<file path="config.mk">
export PLATFORM = sky130hd
export DESIGN_NAME = txev_fifo
export DESIGN_NICKNAME = d
export VERILOG_FILES = /design/src/rtl/txev_pkg.sv /design/src/rtl/txev_index_ctrl.sv /design/src/rtl/txev_store.sv /design/src/rtl/txev_irq.sv /design/src/rtl/txev_fifo.sv
export SDC_FILE = /design/constraint.sdc
export NUM_CORES = 2
export LEC_CHECK = 0
export BUFFER_PORTS_ARGS = -buffer_cell sky130_fd_sc_hd__buf_2
export CORE_ASPECT_RATIO = 0.6
export CORE_MARGIN = 1.5
export CORE_UTILIZATION = 62
export CTS_CLUSTER_SIZE = 24
export DETAILED_ROUTE_END_ITERATION = 8
export HOLD_SLACK_MARGIN = 0.12
export PLACE_DENSITY = 0.91
export SYNTH_ARGS = -nofsm -noshare
export SYNTH_HDL_FRONTEND = slang
export SYNTH_SLANG_ARGS = --single-unit
</file>
<file path="constraint.sdc">
create_clock -name clk -period 10.4 [get_ports clk]
set_input_delay 2.08 -clock clk [delete_from_list [all_inputs] [get_ports clk]]
set_output_delay 2.08 -clock clk [all_outputs]
set_load 0.01 [all_outputs]
</file>
<file path="src/rtl/txev_pkg.sv">
package txev_pkg;

  typedef enum int {
    FLG_FULL  = 0,
    FLG_WMARK = 1,
    FLG_LOST  = 2
  } flag_pos_e;

  localparam int NUM_FLAGS = 3;

endpackage

</file>
<file path="src/rtl/txev_index_ctrl.sv">
module txev_index_ctrl #(
  parameter int MAX_DEPTH = 32,
  parameter int IDX_W     = 5,
  parameter int CNT_W     = 6
) (
  input  logic             clk,
  input  logic             rst,
  input  logic [CNT_W-1:0] depth_e,
  input  logic             ev_valid,
  input  logic             ack_valid,
  input  logic [IDX_W-1:0] ack_idx,
  output logic             wr_en,
  output logic [IDX_W-1:0] wr_addr,
  output logic [IDX_W-1:0] get_q,
  output logic [IDX_W-1:0] get_n,
  output logic [CNT_W-1:0] fill_q,
  output logic [CNT_W-1:0] fill_n,
  output logic             full_q,
  output logic             drop
);

  localparam int SUM_W = CNT_W + 1;

  logic [IDX_W-1:0] put_q, put_n;
  logic [SUM_W-1:0] ax, gx, dx, fx, px, k, ax1, px1, freed, fsum;
  logic             ack_ok, wr_ok;

  always_comb begin
    ax  = SUM_W'(ack_idx);
    gx  = SUM_W'(get_q);
    dx  = SUM_W'(depth_e);
    fx  = SUM_W'(fill_q);
    px  = SUM_W'(put_q);
    // distance from the oldest element to the acknowledged one, modulo depth
    if (ax >= gx) k = ax - gx;
    else          k = ax + dx - gx;
    ack_ok = ack_valid && (ax < dx) && (k < fx);
    freed  = ack_ok ? k + SUM_W'(1) : '0;
    ax1    = ax + SUM_W'(1);
    if (!ack_ok)        get_n = get_q;
    else if (ax1 == dx) get_n = {IDX_W{1'b0}};
    else                get_n = IDX_W'(ax1);
    // room is judged on the fill held before this edge
    wr_ok  = ev_valid && (fill_q < depth_e);
    px1    = px + SUM_W'(1);
    if (!wr_ok)         put_n = put_q;
    else if (px1 == dx) put_n = {IDX_W{1'b0}};
    else                put_n = IDX_W'(px1);
    fsum   = fx + SUM_W'(wr_ok) - freed;
    fill_n = CNT_W'(fsum);
  end

  assign wr_en   = wr_ok;
  assign wr_addr = put_q;
  assign drop    = ev_valid && !wr_ok;

  always_ff @(posedge clk) begin
    if (rst) begin
      get_q  <= '0;
      put_q  <= '0;
      fill_q <= '0;
      full_q <= 1'b0;
    end else begin
      get_q  <= get_n;
      put_q  <= put_n;
      fill_q <= fill_n;
      full_q <= (fill_n == depth_e);
    end
  end

endmodule

</file>
<file path="src/rtl/txev_store.sv">
module txev_store #(
  parameter int DEPTH = 32,
  parameter int IDX_W = 5,
  parameter int DW    = 53
) (
  input  logic             clk,
  input  logic             we,
  input  logic [IDX_W-1:0] waddr,
  input  logic [DW-1:0]    wdata,
  input  logic [IDX_W-1:0] raddr,
  output logic [DW-1:0]    rdata
);

  logic [DW-1:0] mem [DEPTH];
  logic          collide;

  assign collide = we && (waddr == raddr);

  always_ff @(posedge clk) begin
    if (we) mem[waddr] <= wdata;
  end

  // read register with write-first forwarding kept outside the array
  always_ff @(posedge clk) begin
    if (collide) rdata <= wdata;
    else         rdata <= mem[raddr];
  end

endmodule

</file>
<file path="src/rtl/txev_irq.sv">
module txev_irq
  import txev_pkg::*;
#(
  parameter int CNT_W = 6
) (
  input  logic                 clk,
  input  logic                 rst,
  input  logic [CNT_W-1:0]     depth_e,
  input  logic [CNT_W-1:0]     wmark,
  input  logic [CNT_W-1:0]     fill_q,
  input  logic [CNT_W-1:0]     fill_n,
  input  logic                 drop,
  input  logic                 clr_valid,
  input  logic [NUM_FLAGS-1:0] clr_mask,
  output logic [NUM_FLAGS-1:0] flags
);

  logic [NUM_FLAGS-1:0] set_v, clr_v;
  logic                 wm_on;

  always_comb begin
    wm_on            = (wmark != '0) && (wmark <= depth_e);
    set_v            = '0;
    set_v[FLG_FULL]  = (fill_n == depth_e) && (fill_q != depth_e);
    set_v[FLG_WMARK] = wm_on && (fill_q < wmark) && (fill_n >= wmark);
    set_v[FLG_LOST]  = drop;
    clr_v            = clr_valid ? clr_mask : '0;
  end

  always_ff @(posedge clk) begin
    if (rst) flags <= '0;
    else     flags <= set_v | (flags & ~clr_v);
  end

endmodule

</file>
<file path="src/rtl/txev_fifo.sv">
module txev_fifo
  import txev_pkg::*;
#(
  parameter int MAX_DEPTH = 32,
  parameter int ID_W      = 29,
  parameter int TS_W      = 16,
  parameter int MK_W      = 8,
  parameter int ADDR_W    = 16,
  localparam int IDX_W    = (MAX_DEPTH > 1) ? $clog2(MAX_DEPTH) : 1,
  localparam int CNT_W    = $clog2(MAX_DEPTH + 1)
) (
  input  logic              clk,
  input  logic              rst,
  input  logic [CNT_W-1:0]  cfg_depth,
  input  logic [CNT_W-1:0]  cfg_wmark,
  input  logic [ADDR_W-1:0] cfg_start,
  input  logic              ev_valid,
  input  logic [ID_W-1:0]   ev_id,
  input  logic [TS_W-1:0]   ev_ts,
  input  logic [MK_W-1:0]   ev_mark,
  input  logic              ack_valid,
  input  logic [IDX_W-1:0]  ack_idx,
  input  logic              clr_valid,
  input  logic [2:0]        clr_mask,
  output logic [ID_W-1:0]   rd_id,
  output logic [TS_W-1:0]   rd_ts,
  output logic [MK_W-1:0]   rd_mark,
  output logic [ADDR_W-1:0] rd_addr,
  output logic [CNT_W-1:0]  fill,
  output logic [IDX_W-1:0]  get_idx,
  output logic              full,
  output logic              irq_full,
  output logic              irq_wmark,
  output logic              irq_lost
);

  localparam int DW = ID_W + TS_W + MK_W;

  logic [CNT_W-1:0]     depth_e;
  logic                 wr_en, drop;
  logic [IDX_W-1:0]     wr_addr, get_n;
  logic [CNT_W-1:0]     fill_n;
  logic [DW-1:0]        rdata;
  logic [NUM_FLAGS-1:0] flags;

  // clamp the run-time depth into 1..MAX_DEPTH
  always_comb begin
    if (cfg_depth == '0)                        depth_e = CNT_W'(1);
    else if (cfg_depth > CNT_W'(MAX_DEPTH))     depth_e = CNT_W'(MAX_DEPTH);
    else                                        depth_e = cfg_depth;
  end

  txev_index_ctrl #(
    .MAX_DEPTH (MAX_DEPTH),
    .IDX_W     (IDX_W),
    .CNT_W     (CNT_W)
  ) idx_i (
    .clk       (clk),
    .rst       (rst),
    .depth_e   (depth_e),
    .ev_valid  (ev_valid),
    .ack_valid (ack_valid),
    .ack_idx   (ack_idx),
    .wr_en     (wr_en),
    .wr_addr   (wr_addr),
    .get_q     (get_idx),
    .get_n     (get_n),
    .fill_q    (fill),
    .fill_n    (fill_n),
    .full_q    (full),
    .drop      (drop)
  );

  txev_store #(
    .DEPTH (MAX_DEPTH),
    .IDX_W (IDX_W),
    .DW    (DW)
  ) store_i (
    .clk   (clk),
    .we    (wr_en),
    .waddr (wr_addr),
    .wdata ({ev_id, ev_ts, ev_mark}),
    .raddr (get_n),
    .rdata (rdata)
  );

  assign {rd_id, rd_ts, rd_mark} = rdata;

  txev_irq #(
    .CNT_W (CNT_W)
  ) irq_i (
    .clk       (clk),
    .rst       (rst),
    .depth_e   (depth_e),
    .wmark     (cfg_wmark),
    .fill_q    (fill),
    .fill_n    (fill_n),
    .drop      (drop),
    .clr_valid (clr_valid),
    .clr_mask  (clr_mask),
    .flags     (flags)
  );

  assign irq_full  = flags[FLG_FULL];
  assign irq_wmark = flags[FLG_WMARK];
  assign irq_lost  = flags[FLG_LOST];

  // element address: base plus two address units per element
  always_ff @(posedge clk) begin
    if (rst) rd_addr <= cfg_start;
    else     rd_addr <= cfg_start + ADDR_W'({get_n, 1'b0});
  end

endmodule

</file>
* After elaboration in Yosys (flattened, before gate mapping) *
Memory sizes are Yosys's and may differ from the RTL's. A register that Yosys moved wholly into a read port is not among the register bits.
Index checks and enable logic that the tools add are counted.

word-level totals
  register bits = 36
  RAM bits = 1,696
  bits of input ports = 94
  logic and storage cells = 53
  memories kept = 1

memories
  memory       words  bits a word  rd ports  clocked after memory_dff  write ports  RTL line          RTL
  store_i.mem  32     53           1         1                         1            txev_store.sv:14  logic [DW-1:0] mem [DEPTH];

cells by class
  add/sub/neg operators = 9
  order comparisons = 8
  equal/unequal tests = 4
  muxes and demuxes = 11
  bitwise operators = 3
  reductions and logical operators = 11

operators with widths
  kind                                          number
  2-to-1 mux 6 bit                              3
  adder 16 x 6 -> 16 bit                        1
  2-to-1 mux 16 bit                             1
  2-to-1 mux 5 bit                              3
  equality test 7 x 6 -> 1 bit                  2
  adder 5 x 1 -> 6 bit (second input constant)  2
  < comparator 6 bit                            2
  logical AND 1 bit                             8
  adder 5 x 6 -> 7 bit                          1
  < comparator 7 x 6 -> 1 bit                   1
  2-to-1 mux 7 bit                              1
  subtractor 7 x 5 -> 7 bit                     1
  adder 6 x 1 -> 6 bit                          1
  adder 6 x 1 -> 6 bit (second input constant)  1
  equality test 6 bit                           1
  greater-or-equal comparator 6 bit             1
  > comparator 6 bit (second input constant)    1
  less-or-equal comparator 6 bit                1
  zero test 6 bit                               1
  < comparator 5 x 6 -> 1 bit                   1
  != test 6 bit                                 1
  nonzero test 6 bit                            1
  subtractor 5 x 5 -> 6 bit                     1
  subtractor 6 bit                              1
  other kinds (7)                               8

* Logic depth before layout (Yosys ltp) *
  depth in word-level cells = 13
  gate-level depth with buffers = 32
  gate-level depth less buffers = 29

* Hierarchy *
Synthesis repeated with hierarchy kept, for this count alone.

second synthesis, totals
  cells, all modules = 4,128
  area, all modules = 69,829.5 um^2

modules (own cells, without submodules)
  module           times used  cells an instance  area an instance (um^2)  seq. area each (um^2)
  txev_store       1           3,663              65,790.6                 51,028.9
  txev_index_ctrl  1           294                2,501.1                  340.3
  txev_fifo        1           89                 884.6                    320.3
  txev_irq         1           82                 653.1                    60.1

* Worst setup path before layout *
OpenSTA, ideal clock, no wires.

  path kind = in2reg
  from = in cfg_depth[5]
  to = reg irq_i.flags[1]
  data arrival time = 7.704 ns
  slack = 2.564 ns
  cell stages on the path = 29
  buffers on the path = 2
  cell sequence = buf_2 > inv_2 > nand2_1 > fa_1 > inv_1 > ha_1 > nor2b_1 > or3b_2 > a31o_2 > nand2_1 > ha_1 > and3_1 > a22oi_1 > o2111ai_1 > a311oi_2 > buf_6 > nand2_1 > ha_1 > ha_1 > a21o_1 > a21oi_1 > o21bai_1 > a21oi_1 > xnor2_1 > xor2_1 > ha_1 > nor2b_1 > o2111ai_1 > a21oi_1

between the ends
  word-level cells in the longest chain between the ends = 13
  elaborated cells on any way between the ends = 23
  classes of those cells = add/sub: 5; order compare: 6; mux: 4; bitwise: 1; reduce/logical: 7

RTL lines
  what                                   RTL line               RTL
  start, declared                        txev_fifo.sv:14        input logic [CNT_W-1:0] cfg_depth,
  > comparator 6 bit                     txev_fifo.sv:49        else if (cfg_depth > CNT_W'(MAX_DEPTH)) depth_e = CNT_W'(MAX_DEPTH);
  2-to-1 mux 6 bit                       txev_fifo.sv:49
  2-to-1 mux 6 bit (*)                   txev_fifo.sv:48        if (cfg_depth == '0) depth_e = CNT_W'(1);
  adder 5 x 6 -> 7 bit                   txev_index_ctrl.sv:36  else k = ax + dx - gx;
  subtractor 7 x 5 -> 7 bit              txev_index_ctrl.sv:36
  2-to-1 mux 7 bit                       txev_index_ctrl.sv:35  if (ax >= gx) k = ax - gx;
  < comparator 7 x 6 -> 1 bit            txev_index_ctrl.sv:37  ack_ok = ack_valid && (ax < dx) && (k < fx);
  logical AND 1 bit                      txev_index_ctrl.sv:37
  2-to-1 mux 6 bit                       txev_index_ctrl.sv:38  freed = ack_ok ? k + SUM_W'(1) : '0;
  subtractor 6 bit (*)                   txev_index_ctrl.sv:49  fsum = fx + SUM_W'(wr_ok) - freed;
  net fill_n[5]                          txev_fifo.sv:42        logic [CNT_W-1:0] fill_n;
  greater-or-equal comparator 6 bit (*)  txev_irq.sv:25         set_v[FLG_WMARK] = wm_on && (fill_q < wmark) && (fill_n >= wmark);
  logical AND 1 bit (*)                  txev_irq.sv:25
  OR 3 bit (*)                           txev_irq.sv:32         else flags <= set_v | (flags & ~clr_v);
  end signal, assigned                   txev_irq.sv:32
  end, declared                          txev_irq.sv:15         output logic [NUM_FLAGS-1:0] flags

Mark *: on every way through the listed nets, which the timed path passes. The rest lies on a longest branch.
A chain may end at the register's enable or synchronous reset.

* Worst setup path after layout *
Same ends and word-level chain as after synthesis.

==> impl_results.html <==
<table>
<tr><th>Metric</th><th>Value</th></tr>
<tr><th colspan="2">Synthesis</th></tr>
<tr><td>Synth unique cells</td><td>58</td></tr>
<tr><td>Post-synthesis net count</td><td>3069</td></tr>
<tr><td>Share of synthesized cell area in full adder, half adder and majority cells</td><td>1.403%</td></tr>
<tr><td>Number of warnings issued by yosys</td><td>0</td></tr>
<tr><td>Mean instance size in the synthesized netlist</td><td>23.41 um^2</td></tr>
<tr><td>Post-synthesis share of cell area spent on xor and xnor gates</td><td>0.5928%</td></tr>
<tr><td>Multiplexer share of the synthesized area</td><td>18.63%</td></tr>
<tr><td>Sequential area share after synthesis</td><td>76.15%</td></tr>
<tr><td>Share of flip-flops with an asynchronous set or reset after synthesis</td><td>0%</td></tr>
<tr><td>Top cells by area, synth</td><td>sky130_fd_sc_hd__edfxtp_1 75%, sky130_fd_sc_hd__mux4_2 18%, sky130_fd_sc_hd__dfxtp_1 1.2%, sky130_fd_sc_hd__ha_1 1.2%, sky130_fd_sc_hd__mux2_2 0.94%</td></tr>
<tr><td>Post-synth top area cell</td><td>sky130_fd_sc_hd__edfxtp_1</td></tr>
<tr><td>Syn Std Cell Area</td><td>67960 um^2</td></tr>
<tr><td>Combinational family with the most area after synthesis</td><td>multiplexers</td></tr>
<tr><td>Post-synthesis simple-gate area fraction</td><td>1.353%</td></tr>
<tr><td>Portion of synthesized cell area occupied by the leading cell type</td><td>74.94%</td></tr>
<tr><td>Total of flip-flops plus latches after synthesis</td><td>1737</td></tr>
<tr><td>Gate count after technology mapping</td><td>2903</td></tr>
<tr><td>Compound-cell area share of the yosys netlist</td><td>0.8377%</td></tr>
<tr><td>Dominant synthesized flop cell</td><td>sky130_fd_sc_hd__edfxtp_1</td></tr>
<tr><td>Post-synth EDFFs</td><td>1696</td></tr>
<tr><th colspan="2">Cells and area</th></tr>
<tr><td>Layout overhead on the synthesized area</td><td>11.23%</td></tr>
<tr><td>Final cell count without fillers</td><td>4705</td></tr>
<tr><td>Final-stage net count</td><td>3324</td></tr>
<tr><td>Count of filler cells inserted in the layout</td><td>5977</td></tr>
<tr><td>Fraction of final layout cells with drive strength greater than 1</td><td>33.10%</td></tr>
<tr><th colspan="2">Clocking</th></tr>
<tr><td>CTS root buffer</td><td>sky130_fd_sc_hd__clkbuf_16</td></tr>
<tr><td>Quantity of gates resized following cts</td><td>0</td></tr>
<tr><td>Register clock-pin slew on the reported worst setup and hold paths</td><td>0.07 ns</td></tr>
<tr><td>Max clock buf depth</td><td>3</td></tr>
<tr><td>H-tree depth</td><td>4</td></tr>
<tr><td>Count of buffers added by post-CTS timing repair for setup</td><td>0</td></tr>
<tr><td>Clock sink total</td><td>1737</td></tr>
<tr><td>Post-CTS Hold Fix Bufs</td><td>0</td></tr>
<tr><td>TritonCTS clock tree</td><td>built</td></tr>
<tr><td>Skew-Pair Late Insertion Delay</td><td>0.79 ns</td></tr>
<tr><td>Number of buffers created by CTS</td><td>145</td></tr>
<tr><th colspan="2">Routing</th></tr>
<tr><td>Final routed wire length divided by cell count</td><td>39.49 um</td></tr>
<tr><td>Vias per cell</td><td>7.292</td></tr>
<tr><td>Count of unresolved DRC violations after routing</td><td>0</td></tr>
<tr><td>Met3 wirelength from detailed routing</td><td>20460 um</td></tr>
<tr><td>Post-Route M1 WL</td><td>63210 um</td></tr>
<tr><td>Residual antenna-violating net count after detailed routing</td><td>0</td></tr>
<tr><td>Initial drt markers</td><td>5432</td></tr>
<tr><td>Routed wire length</td><td>185800 um</td></tr>
<tr><td>First-pass DRT Iterations</td><td>5</td></tr>
<tr><td>WL met2</td><td>93710 um</td></tr>
<tr><td>Overall via count from detail_route</td><td>34310</td></tr>
<tr><td>Max Used Layer</td><td>met5</td></tr>
<tr><th colspan="2">Floorplanning</th></tr>
<tr><td>Die ar.</td><td>111700 um^2</td></tr>
<tr><td>I/O pin total</td><td>178</td></tr>
<tr><td>Width of the chip</td><td>430.4 um</td></tr>
<tr><td>Initial Utilization</td><td>62.94%</td></tr>
<tr><td>Die Ht</td><td>259.5 um</td></tr>
<tr><td>Number of core rows</td><td>93</td></tr>
<tr><td>Area of the core</td><td>108000 um^2</td></tr>
<tr><th colspan="2">Setup path</th></tr>
<tr><td>Cell repeated most along the worst path</td><td>sky130_fd_sc_hd__ha_1</td></tr>
<tr><td>Peak per-stage delay on the critical path</td><td>0.55 ns</td></tr>
<tr><td>Slowest library cell on the worst path</td><td>sky130_fd_sc_hd__fa_1</td></tr>
<tr><td>WS Path Type</td><td>in -&gt; reg</td></tr>
<tr><td>Category of cells accounting for the largest share of critical-path delay</td><td>adder cells</td></tr>
<tr><td>Buffers &amp; Inverters on Critical Path</td><td>2</td></tr>
<tr><td>CP Max Fanout</td><td>12</td></tr>
<tr><td>Data required time at the worst endpoint</td><td>11.04 ns</td></tr>
<tr><td>Crit start category</td><td>input port</td></tr>
<tr><td>Category of the worst setup path capture point</td><td>register</td></tr>
<tr><td>Arrival time of the worst setup path</td><td>8.56 ns</td></tr>
<tr><th colspan="2">Placed design</th></tr>
<tr><td>Count of port buffers added during placement</td><td>177</td></tr>
<tr><td>Cell Count Post-Placement</td><td>4436</td></tr>
<tr><td>Final estimated routing congestion in global placement</td><td>0.8942</td></tr>
<tr><td>Half-perimeter wire length after detailed placement</td><td>93880 um</td></tr>
<tr><th colspan="2">STA</th></tr>
<tr><td>Post-route clock period utilization</td><td>76.18%</td></tr>
<tr><td>Actual transition at the worst max-transition pin</td><td>1.216 ns</td></tr>
<tr><td>Time the worst path needs with I/O delays and setup</td><td>7.922 ns</td></tr>
<tr><td>Tightest hold margin</td><td>0.4621 ns</td></tr>
<tr><td>Final-report max-slew violation count</td><td>0</td></tr>
<tr><td>Final hold violation count</td><td>0</td></tr>
<tr><td>Finish-stage setup viols</td><td>0</td></tr>
<tr><td>Rel. slew slack</td><td>18.75%</td></tr>
<tr><td>Setup Total Neg Slack</td><td>0 ns</td></tr>
<tr><td>Maximum clock rate</td><td>126.2 MHz</td></tr>
<tr><td>RSZ-0062 raised after global routing</td><td>no</td></tr>
<tr><td>Setup skew after layout</td><td>0.03228 ns</td></tr>
<tr><th colspan="2">Global route</th></tr>
<tr><td>Number of antenna violations at the first check in global routing</td><td>15</td></tr>
<tr><td>Maximum number of pins on one net before global-route repair</td><td>160</td></tr>
<tr><td>Vias in the first global route</td><td>35376</td></tr>
<tr><td>GR Overflow Total</td><td>0</td></tr>
<tr><td>Global-route wire length before repair</td><td>260400 um</td></tr>
<tr><td>All-layer global routing usage</td><td>33.91%</td></tr>
<tr><th colspan="2">Pwr</th></tr>
<tr><td>Fraction of power consumed by sequential logic</td><td>47.1%</td></tr>
<tr><td>Leakage power total</td><td>23.42 nW</td></tr>
<tr><td>Share of power burned in the clock network</td><td>32.7%</td></tr>
<tr><td>Switching power</td><td>4.491 mW</td></tr>
<tr><td>Net Sw Frac</td><td>26.52%</td></tr>
<tr><td>Power Dens Cells</td><td>224.0 nW/um^2</td></tr>
<tr><td>Cell-internal power</td><td>12.44 mW</td></tr>
<tr><td>Peak supply drop</td><td>0.0002395 V</td></tr>
<tr><td>Logic pwr share</td><td>20.2%</td></tr>
<tr><th colspan="2">Min path</th></tr>
<tr><td>Worst hold path type</td><td>reg -&gt; reg</td></tr>
<tr><th colspan="2">Run</th></tr>
<tr><td>Number of maximum-capacitance constraint violations</td><td>0</td></tr>
<tr><th colspan="2">Outcome</th></tr>
<tr><td>Result of the run</td><td>completed</td></tr>
</table>
## cell type report
type	instances	area, um^2	share of cell area [%]
flip-flops and latches	1737	51770	68.48
multi-input cells	983	15740	20.83
clock buffers	181	3965	5.245
well taps	1425	1783	2.359
repair buffers	245	1434	1.897
clock inverters	77	696.9	0.9220
inverters	46	172.7	0.2284
diodes	11	27.53	0.03641
## routing by layer
metal / vias up / global-route usage [%]
met3: 490 / 7.081
li1: 12855 / -
met1: 18042 / 43.87
met2: 2915 / 56.33
met4: 8 / 15.70
met5: - / 0
## worst register-to-register path, cell delays in order (launching register included)
cell and delay [ns]:
sky130_fd_sc_hd__dfxtp_1 0.49, sky130_fd_sc_hd__inv_1 0.08, sky130_fd_sc_hd__ha_1 0.49, sky130_fd_sc_hd__xnor2_1 0.13
sky130_fd_sc_hd__ha_1 0.24, sky130_fd_sc_hd__a211oi_1 0.40, sky130_fd_sc_hd__nor2_1 0.12, sky130_fd_sc_hd__xnor2_1 0.15
sky130_fd_sc_hd__mux2i_1 0.40, sky130_fd_sc_hd__ha_1 0.32, sky130_fd_sc_hd__and3_1 0.19, sky130_fd_sc_hd__a22oi_1 0.17
sky130_fd_sc_hd__o2111ai_1 0.17, sky130_fd_sc_hd__a311oi_2 0.22, sky130_fd_sc_hd__buf_4 0.26, sky130_fd_sc_hd__nand2_1 0.09
sky130_fd_sc_hd__ha_1 0.32, sky130_fd_sc_hd__ha_1 0.28, sky130_fd_sc_hd__a21o_1 0.17, sky130_fd_sc_hd__a21oi_1 0.24
sky130_fd_sc_hd__o21bai_1 0.09, sky130_fd_sc_hd__a21oi_1 0.17, sky130_fd_sc_hd__xnor2_1 0.19, sky130_fd_sc_hd__xor2_1 0.29
sky130_fd_sc_hd__ha_1 0.28, sky130_fd_sc_hd__nor2b_1 0.13, sky130_fd_sc_hd__o2111ai_1 0.21, sky130_fd_sc_hd__a21oi_1 0.10
## per-stage QoR
| step | total power, mW | worst slack, ns | instance area [um^2] | utilization, % |
|---|---|---|---|---|
| 2_1_floorplan | 10.37 | 2.564 | 67960 | - |
| 3_3_place_gp | 11.29 | 1.974 | 70900 | 65.66 |
| 3_5_place_dp | 11.43 | 1.784 | 70900 | 65.66 |
| 4_1_cts | 16.95 | 2.577 | 75560 | 69.98 |
| 5_1_grt | 17.39 | 2.110 | 75580 | 69.99 |
| 6_report | 16.93 | 2.478 | 75590 | 70.00 |
## synthesized netlist by cell type (20+ instances only)
cell type,count
sky130_fd_sc_hd__clkbuf_1,93
sky130_fd_sc_hd__nor2_1,65
sky130_fd_sc_hd__nor2b_1,20
sky130_fd_sc_hd__edfxtp_1,1696
sky130_fd_sc_hd__buf_1,32
sky130_fd_sc_hd__mux2_2,57
sky130_fd_sc_hd__xnor2_1,32
sky130_fd_sc_hd__ha_1,65
sky130_fd_sc_hd__inv_1,45
sky130_fd_sc_hd__dfxtp_1,41
sky130_fd_sc_hd__mux4_2,530
sky130_fd_sc_hd__nand2_1,42
sky130_fd_sc_hd__a21oi_1,24
## state kept, by name (all words and copies together) (netlist names), named ones only
| name | cells |
|---|---|
| idx_i.full_q | 1 |
| store_i.mem | 1696 |
| idx_i.wr_addr | 5 |
| idx_i.fill_q | 6 |
| idx_i.get_q | 5 |
| rd_addr | 16 |
| irq_i.flags | 3 |
## kinds of logic after synthesis
logic type,Yosys count
flops,1737
mux,594
simple gates,188
buf+inv,183
compound gates,83
fa+ha+maj,72
xor+xnor,46
## worst paths after layout
| check | startpoint | end | depth (start not counted) | slack (ns) |
|---|---|---|---|---|
| worst max-delay path | cfg_depth[5] | irq_i.flags[1] | 27 | 2.48 |
| worst min-delay path | irq_i.flags[2] | irq_i.flags[2] | 2 | 0.46 |
| worst max register to register | idx_i.get_q[2] | irq_i.flags[1] | 27 | 3.85 |
| worst min register to register | irq_i.flags[2] | irq_i.flags[2] | 2 | 0.46 |
## placed cells by master (no fill, tap or decap), types with 6 or more instances in the layout
master and instances:
sky130_fd_sc_hd__a21o_1 11, sky130_fd_sc_hd__a21oi_1 24, sky130_fd_sc_hd__and3_1 6, sky130_fd_sc_hd__buf_2 177, sky130_fd_sc_hd__buf_4 65, sky130_fd_sc_hd__bufinv_16 12
sky130_fd_sc_hd__clkbuf_1 26, sky130_fd_sc_hd__clkbuf_16 154, sky130_fd_sc_hd__clkinv_1 33, sky130_fd_sc_hd__clkinv_2 21, sky130_fd_sc_hd__dfxtp_1 36, sky130_fd_sc_hd__diode_2 11
sky130_fd_sc_hd__edfxtp_1 1696, sky130_fd_sc_hd__fa_1 7, sky130_fd_sc_hd__ha_1 65, sky130_fd_sc_hd__inv_1 45, sky130_fd_sc_hd__mux2_2 57, sky130_fd_sc_hd__mux4_2 530
sky130_fd_sc_hd__nand2_1 42, sky130_fd_sc_hd__nand3_1 14, sky130_fd_sc_hd__nand3b_1 8, sky130_fd_sc_hd__nor2_1 33, sky130_fd_sc_hd__nor2_4 32, sky130_fd_sc_hd__nor2b_1 20
sky130_fd_sc_hd__o21ai_0 13, sky130_fd_sc_hd__xnor2_1 32, sky130_fd_sc_hd__xor2_1 14
## power groups by stage
stage,clock network (mW),logic (mW),registers (mW)
3_3_place_gp,0,3.18,8.11
4_1_cts,5.56,3.41,7.98
3_5_place_dp,0,3.31,8.12
2_1_floorplan,0,2.33,8.04
6_report,5.54,3.42,7.98
5_1_grt,5.80,3.61,7.98
(Power assumes the default switching activity.)
